===== config.mk =====
export PLATFORM = sky130hd
export DESIGN_NAME = dmairq_unit
export DESIGN_NICKNAME = d
export VERILOG_FILES = /design/src/rtl/dmairq_pkg.sv /design/src/rtl/dmairq_status_reg.sv /design/src/rtl/dmairq_enable_reg.sv /design/src/rtl/dmairq_irq_eval.sv /design/src/rtl/dmairq_unit.sv
export SDC_FILE = /design/constraint.sdc
export NUM_CORES = 1
export LEC_CHECK = 0
export ABC_AREA = 0
export BUFFER_PORTS_ARGS = -buffer_cell sky130_fd_sc_hd__buf_4
export CAP_MARGIN = 20
export CORE_MARGIN = 5
export CORE_UTILIZATION = 40
export CTS_CLUSTER_SIZE = 30
export DETAILED_ROUTE_END_ITERATION = 10
export PLACE_DENSITY = 0.66
export SLEW_MARGIN = 20
export SYNTH_ARGS = -nofsm -noshare
export SYNTH_HDL_FRONTEND = slang
export SYNTH_SLANG_ARGS = --single-unit

===== constraint.sdc =====
create_clock -name clk -period 2.2 [get_ports clk]
set_clock_uncertainty 0.15 [all_clocks]
set_input_delay 0.11 -clock clk [delete_from_list [all_inputs] [get_ports clk]]
set_output_delay 0.11 -clock clk [all_outputs]
set_load 0.01 [all_outputs]

===== src/rtl/dmairq_pkg.sv =====
// Shared constants and helpers for the DMA channel interrupt status unit.
// Assumes a 32-bit register port and eleven event sources per channel.
package dmairq_pkg;
    localparam int EVT_N       = 11;
    localparam int REG_W       = 32;
    localparam int CODE_W      = 3;
    localparam int FATAL_IDX   = 9;
    localparam int NSUM_BIT    = 15;
    localparam int ASUM_BIT    = 14;
    localparam int TXCODE_LSB  = 16;
    localparam int RXCODE_LSB  = 19;

    localparam logic [REG_W-1:0] EVT_BITS   = 32'h0000_3FC7;
    localparam logic [REG_W-1:0] CLR_MASK   = 32'h003F_FFC7;
    localparam logic [REG_W-1:0] STORE_MASK = 32'h003F_3FC7;
    localparam logic [REG_W-1:0] NORM_SRC   = 32'h0000_0845;
    localparam logic [REG_W-1:0] ABN_SRC    = 32'h0000_3782;

    typedef enum logic [1:0] {
        SEL_STAT = 2'd0,
        SEL_EN   = 2'd1,
        SEL_TOP  = 2'd2,
        SEL_NONE = 2'd3
    } reg_sel_e;

    // Status bit position of compact event index idx (hole at 5:3).
    function automatic int evt_pos(input int idx);
        return (idx < 3) ? idx : idx + 3;
    endfunction

    // Normal summary enable position for the chosen layout.
    function automatic int nie_pos(input int layout);
        return (layout == 0) ? 16 : 15;
    endfunction

    // Abnormal summary enable position for the chosen layout.
    function automatic int aie_pos(input int layout);
        return (layout == 0) ? 15 : 14;
    endfunction

    // Reset value of the enable word.
    function automatic logic [REG_W-1:0] en_default(input int layout);
        logic [REG_W-1:0] v;
        v = 32'h0000_1041;
        v[nie_pos(layout)] = 1'b1;
        v[aie_pos(layout)] = 1'b1;
        return v;
    endfunction

    // Writable bits of the enable word.
    function automatic logic [REG_W-1:0] en_wmask(input int layout);
        logic [REG_W-1:0] v;
        v = EVT_BITS;
        v[nie_pos(layout)] = 1'b1;
        v[aie_pos(layout)] = 1'b1;
        return v;
    endfunction
endpackage


===== src/rtl/dmairq_status_reg.sv =====
// Sticky per-channel status storage with write-one-to-clear.
// Assumes event strobes are one cycle wide; a strobe overrides a clear.
module dmairq_status_reg
    import dmairq_pkg::*;
(
    input  logic                 clk,
    input  logic                 rst_n,
    input  logic [EVT_N-1:0]     evt_i,
    input  logic [CODE_W-1:0]    tx_code_i,
    input  logic [CODE_W-1:0]    rx_code_i,
    input  logic                 clr_i,
    input  logic [REG_W-1:0]     clr_data_i,
    output logic [REG_W-1:0]     stat_o
);
    logic [REG_W-1:0] stat_q;
    logic [REG_W-1:0] set_vec;
    logic [REG_W-1:0] clr_vec;

    // Map compact event strobes and error codes onto status positions.
    always_comb begin
        set_vec = '0;
        for (int i = 0; i < EVT_N; i++) begin
            set_vec[evt_pos(i)] = evt_i[i];
        end
        if (evt_i[FATAL_IDX]) begin
            set_vec[TXCODE_LSB +: CODE_W] = tx_code_i;
            set_vec[RXCODE_LSB +: CODE_W] = rx_code_i;
        end
    end

    // Bits a status write removes this cycle.
    always_comb begin
        clr_vec = clr_i ? (clr_data_i & CLR_MASK) : '0;
    end

    // Status register update: clear first, then set, so events win.
    always_ff @(posedge clk) begin
        if (!rst_n) begin
            stat_q <= '0;
        end else begin
            stat_q <= ((stat_q & ~clr_vec) | set_vec) & STORE_MASK;
        end
    end

    assign stat_o = stat_q;
endmodule


===== src/rtl/dmairq_enable_reg.sv =====
// Per-channel interrupt enable word; LAYOUT picks the summary enable positions.
// Assumes full-word writes; non-writable bits read back as 0.
module dmairq_enable_reg
    import dmairq_pkg::*;
#(
    parameter int LAYOUT = 0
) (
    input  logic             clk,
    input  logic             rst_n,
    input  logic             wr_i,
    input  logic [REG_W-1:0] wr_data_i,
    output logic [REG_W-1:0] en_o
);
    localparam logic [REG_W-1:0] WMASK = en_wmask(LAYOUT);
    localparam logic [REG_W-1:0] RVAL  = en_default(LAYOUT);

    logic [REG_W-1:0] en_q;

    // Enable register load with writable-bit masking.
    always_ff @(posedge clk) begin
        if (!rst_n) begin
            en_q <= RVAL;
        end else if (wr_i) begin
            en_q <= wr_data_i & WMASK;
        end
    end

    assign en_o = en_q;
endmodule


===== src/rtl/dmairq_irq_eval.sv =====
// Derives the normal and abnormal summaries and the channel request.
// Assumes stat_i never holds summary bits of its own (they are masked on store).
module dmairq_irq_eval
    import dmairq_pkg::*;
#(
    parameter int LAYOUT = 0
) (
    input  logic [REG_W-1:0] stat_i,
    input  logic [REG_W-1:0] en_i,
    output logic [REG_W-1:0] view_o,
    output logic             req_o
);
    localparam int NIE = nie_pos(LAYOUT);
    localparam int AIE = aie_pos(LAYOUT);

    logic norm_sum;
    logic abn_sum;

    // Summaries: OR of enabled sources in each class.
    always_comb begin
        norm_sum = |(stat_i & en_i & NORM_SRC);
        abn_sum  = |(stat_i & en_i & ABN_SRC);
    end

    // Readable status with the derived summary bits inserted.
    always_comb begin
        view_o           = stat_i;
        view_o[NSUM_BIT] = norm_sum;
        view_o[ASUM_BIT] = abn_sum;
    end

    // Channel request gated by the summary enables.
    always_comb begin
        req_o = (norm_sum & en_i[NIE]) | (abn_sum & en_i[AIE]);
    end
endmodule


===== src/rtl/dmairq_unit.sv =====
// Top of the DMA channel interrupt status unit: NUM_CH channels, register
// decode, top-level request word and the combined interrupt line.
// Assumes 1 <= NUM_CH <= 8 and a single-cycle write strobe.
module dmairq_unit
    import dmairq_pkg::*;
#(
    parameter int  NUM_CH = 2,
    parameter int  LAYOUT = 0,
    localparam int CH_W   = (NUM_CH > 1) ? $clog2(NUM_CH) : 1,
    localparam int AW     = CH_W + 2
) (
    input  logic                     clk,
    input  logic                     rst_n,
    input  logic [NUM_CH*EVT_N-1:0]  evt_i,
    input  logic [NUM_CH*CODE_W-1:0] tx_code_i,
    input  logic [NUM_CH*CODE_W-1:0] rx_code_i,
    input  logic                     queue_irq_i,
    input  logic                     mac_irq_i,
    input  logic                     reg_wr_i,
    input  logic [AW-1:0]            reg_addr_i,
    input  logic [REG_W-1:0]         reg_wdata_i,
    output logic [REG_W-1:0]         reg_rdata_o,
    output logic                     irq_o
);
    localparam int QUEUE_BIT = 16;
    localparam int MAC_BIT   = 17;

    logic [CH_W-1:0]         sel_ch;
    reg_sel_e                sel;
    logic [NUM_CH-1:0]       ch_req;
    logic [REG_W-1:0]        stat_q   [NUM_CH];
    logic [REG_W-1:0]        stat_vw  [NUM_CH];
    logic [REG_W-1:0]        en_q     [NUM_CH];
    logic [NUM_CH*REG_W-1:0] stat_flat;
    logic [REG_W-1:0]        top_word;

    assign sel_ch = reg_addr_i[AW-1:2];
    assign sel    = reg_sel_e'(reg_addr_i[1:0]);

    for (genvar c = 0; c < NUM_CH; c++) begin : g_ch
        logic hit;
        assign hit = reg_wr_i && (sel_ch == CH_W'(c));

        dmairq_status_reg u_stat (
            .clk        (clk),
            .rst_n      (rst_n),
            .evt_i      (evt_i[c*EVT_N +: EVT_N]),
            .tx_code_i  (tx_code_i[c*CODE_W +: CODE_W]),
            .rx_code_i  (rx_code_i[c*CODE_W +: CODE_W]),
            .clr_i      (hit && (sel == SEL_STAT)),
            .clr_data_i (reg_wdata_i),
            .stat_o     (stat_q[c])
        );

        dmairq_enable_reg #(.LAYOUT(LAYOUT)) u_en (
            .clk       (clk),
            .rst_n     (rst_n),
            .wr_i      (hit && (sel == SEL_EN)),
            .wr_data_i (reg_wdata_i),
            .en_o      (en_q[c])
        );

        dmairq_irq_eval #(.LAYOUT(LAYOUT)) u_eval (
            .stat_i (stat_q[c]),
            .en_i   (en_q[c]),
            .view_o (stat_vw[c]),
            .req_o  (ch_req[c])
        );

        assign stat_flat[c*REG_W +: REG_W] = stat_q[c];
    end

    // Top-level request word: channels, queue layer, MAC.
    always_comb begin
        top_word                 = '0;
        top_word[NUM_CH-1:0]     = ch_req;
        top_word[QUEUE_BIT]      = queue_irq_i;
        top_word[MAC_BIT]        = mac_irq_i;
    end

    // Register read multiplexer.
    always_comb begin
        reg_rdata_o = '0;
        case (sel)
            SEL_TOP:  reg_rdata_o = top_word;
            SEL_STAT: begin
                for (int c = 0; c < NUM_CH; c++) begin
                    if (sel_ch == CH_W'(c)) reg_rdata_o = stat_vw[c];
                end
            end
            SEL_EN: begin
                for (int c = 0; c < NUM_CH; c++) begin
                    if (sel_ch == CH_W'(c)) reg_rdata_o = en_q[c];
                end
            end
            default:  reg_rdata_o = '0;
        endcase
    end

    // Single interrupt line from all channel requests.
    assign irq_o = |ch_req;
endmodule


==> impl_metrics.csv <==
group,metric,value,unit
status,status,"completed",
global_routing,grtUsageTotal,0.1898,
global_routing,first_global_vias,3075,
sta,layout_min_cycle_time,2.009,ns
synth,yosysWarnings,0,
clock_network,path_clk_slew,0.07,ns
sta,tightest_slew,0.5658,ns
synth,synth_area_per_cell,8.633,µm²
global_routing,antenna_found_initial,0,
clock_network,cts_buffers,9,
hold_path,hp-class,"in -> reg",
placement,gp_congestion,0.7926,
setup_path,start_kind,"register",
pwr,ir_drop,0.0003555,V
synth,syn_inst,350,
synth,netlist_area,3022,µm²
synth,synth-seq-cells,60,
die,coreArea,7292,µm²
placement,portBuffers,79,
clock_network,clk_path_buf_depth,2,
placement,dpl_cell_area,3642,µm²
pwr,swShare,0.2614,
setup_path,cp_max_fo,3,
layout,drive_gt1_frac,0.2312,
die,io_pins,107,
pwr,power_per_cell_area,565.7,nW/µm²
sta,finalHoldViolCount,0,
synth,seq_area_frac_synth,0.3975,
sta,setup_tns,0,ns
route,dr_total_vias,2998,
sta,max_freq,497.8,MHz
pwr,p_sw,681.5,µW
route,routed_wl,8959,µm
die,rows,31,
sta,rsz0062_at_grt,"no",
route,drc,0,
global_routing,grt_pass1_wl,14860,µm
sta,hold_slack,0.06789,ns
clock_network,clkSinkCount,60,
setup_path,worstRegToRegCells,3,
die,die_h,96.92,µm
hold_path,hp-start,"rst_n",
layout,multi_input_area,1652,µm²
pwr,p_int,1.926,mW
layout,final_cell_area,4609,µm²
clock_network,clk_latency,0.32,ns
die,floorplan.initialDensity,0.4144,
setup_path,critPathArrivalTime,1.75,ns
global_routing,grt_max_degree,61,
sta,post-route-period-util,0.9132,
setup_path,regToRegStartpoint,"g_ch[0].u_stat.stat_o[18]",
layout,n_antenna_cell,0,
die,fp.dieArea,9393,µm²
route,drt_first_iter_violations,166,
clock_network,htreeDepth,3,
global_routing,grt_overflow,0,
placement,dp.final_hpwl,5580,µm
clock_network,tritoncts,"yes",
route,ant_nets,0,
route,firstDrtPassIters,7,
layout,fin_nets,576,
setup_path,reg2reg_to,"g_ch[0].u_stat.stat_o[18]",
clock_network,cts_root_buf,"clkbuf_8",
synth,yosysUniqueCellTypes,29,
die,die_w,96.92,µm
pwr,power.share.clock,0.340,
sta,setup_viol,0,
synth,synth.area.top_cells,"dfxtp_1, nand2_1, nor2b_1",
hold_path,min_to,"g_ch[0].u_en.en_o[6]",
synth,synth.top_cell.area_share,0.3975,
setup_path,setup.worst_path.end_class,"output port",
setup_path,critPathKind,"reg -> out",
pwr,total_power,2.607,mW
pwr,leakage,1.932,nW
job,max-cap-violations,0,
layout,fillers,644,
route,viasPerCell,4.955,
pwr,pwr-share-seq,0.455,
sta,max_slew_margin,0.6228,
hold_path,min_delay_path_depth,2,
route,wire_per_inst,14.81,µm
pwr,power_frac_comb,0.204,
layout,syn_to_final_growth,52.55,%
synth,yosysTopAreaCell,"dfxtp_1",
setup_path,reg2reg_setup_slack,0.85,ns
sta,drv_slew,0,
setup_path,cp_data_required_time,1.94,ns
layout,register_area,1201,µm²
-- per-layer routing --
metal	GRT usage	wire length [µm]	vias up
met5	0	0	-
li1	-	-	1476
met2	0.3259	4505	105
met3	0.03237	510	9
met4	0.06587	128	0
met1	0.2392	3814	1408
-- stage by stage --
step           setup WS (ns)  std cells  utilization
6_report              0.1910        605       0.6321
2_1_floorplan         0.8026        362            -
3_3_place_gp          0.5035        511       0.4995
5_1_grt              0.06470        605       0.6321
3_5_place_dp          0.4658        511       0.4995
4_1_cts               0.1682        605       0.6321
-- worst max path at each step --
stage          slack [ns]                     start              end  cells after the start
2_1_floorplan        0.80  g_ch[1].u_stat.stat_o[6]  reg_rdata_o[15]                      4
3_3_place_gp         0.50             reg_addr_i[2]  reg_rdata_o[15]                      5
3_5_place_dp         0.47             reg_addr_i[2]  reg_rdata_o[15]                      5
4_1_cts              0.17  g_ch[1].u_stat.stat_o[7]   reg_rdata_o[1]                      5
5_1_grt              0.06  g_ch[1].u_stat.stat_o[0]  reg_rdata_o[15]                      5
6_report             0.19  g_ch[1].u_stat.stat_o[7]   reg_rdata_o[1]                      5
-- worst max-delay path, cell delays in order (launching register included) --
cell and delay [ns]:
dfxtp_1 0.33, a222oi_1 0.38, nand3_1 0.20, a22oi_1 0.24, o22ai_1 0.13, buf_4 0.16
-- synth_stat cells --
| cell type | instances |
|---|---|
| inv_1 | 4 |
| nand3b_4 | 1 |
| a211oi_1 | 1 |
| a21oi_1 | 24 |
| o211ai_1 | 1 |
| nand3_1 | 11 |
| a21boi_0 | 15 |
| buf_6 | 2 |
| a21boi_1 | 1 |
| nand2_1 | 91 |
| a222oi_1 | 2 |
| clkbuf_1 | 9 |
| buf_2 | 9 |
| buf_4 | 15 |
| mux2i_1 | 7 |
| o22ai_1 | 2 |
| or2_2 | 1 |
| o21ai_0 | 1 |
| nor2b_1 | 44 |
| nor3_1 | 4 |
| nor2_2 | 1 |
| nor2_1 | 5 |
| nor4b_4 | 1 |
| dfxtp_1 | 60 |
| a22oi_1 | 22 |
| nor4bb_1 | 1 |
| conb_1 | 1 |
| nand2b_1 | 2 |
| mux4_2 | 12 |
-- repair_timing --
action | in CTS | in global routing
endpoints found under the hold margin | 60 | 0
gates resized for setup | 0 | 0
setup buffers | 0 | 0
hold buffers | 79 | 0
-- registers in the layout, summed over array words and instances (netlist names) --
| register | cells |
|---|---|
| g_ch.u_en.en_o | 26 |
| g_ch.u_stat.stat_o | 34 |
-- power groups by stage --
stage / Clock [mW] / Combinational, mW / Sequential [mW]
6_report: 0.888 / 0.533 / 1.19
4_1_cts: 0.905 / 0.529 / 1.19
3_3_place_gp: 0 / 0.392 / 1.21
2_1_floorplan: 0 / 0.244 / 1.19
3_5_place_dp: 0 / 0.397 / 1.21
5_1_grt: 0.957 / 0.581 / 1.19
-- cells in the final DEF, fill, tap and decap left out --
master	count
buf_4	84
or2_2	1
nor2b_1	44
nor2_2	1
clkinv_2	2
conb_1	13
dfxtp_1	60
a222oi_1	2
a22oi_1	22
buf_12	1
dlygate4sd3_1	79
clkinvlp_4	2
o22ai_1	2
mux2i_1	7
nor4b_4	1
nand2b_1	2
a21boi_1	1
nand2_1	91
o21ai_0	1
inv_1	4
nand3b_4	1
a21boi_0	15
clkbuf_8	11
mux4_2	12
nor4bb_4	1
o211ai_1	1
nand3_1	11
a21oi_1	24
nor3_1	4
a211oi_1	1
nor2_1	5
-- layout make-up --
cell class	count	area share
clock inverter	4	0.005429
tap	99	0.02687
clock buffer	11	0.03284
sequential	60	0.2606
inverter	4	0.003257
timing repair buffer	164	0.3127
multi-input combinational	263	0.3583
-- logic make-up (layout without fill, tap and decap cells) --
kind of cell           Yosys count  after routing  synth area share
buffers and inverters           39            183           0.07577
AOI/OAI and AO/OA               69             69            0.1516
DFF                             60             60            0.3975
other                            1             13          0.001241
and+or+nand+nor                162            162            0.2613
muxes                           19             19            0.1126
(Power assumes the default switching activity.)
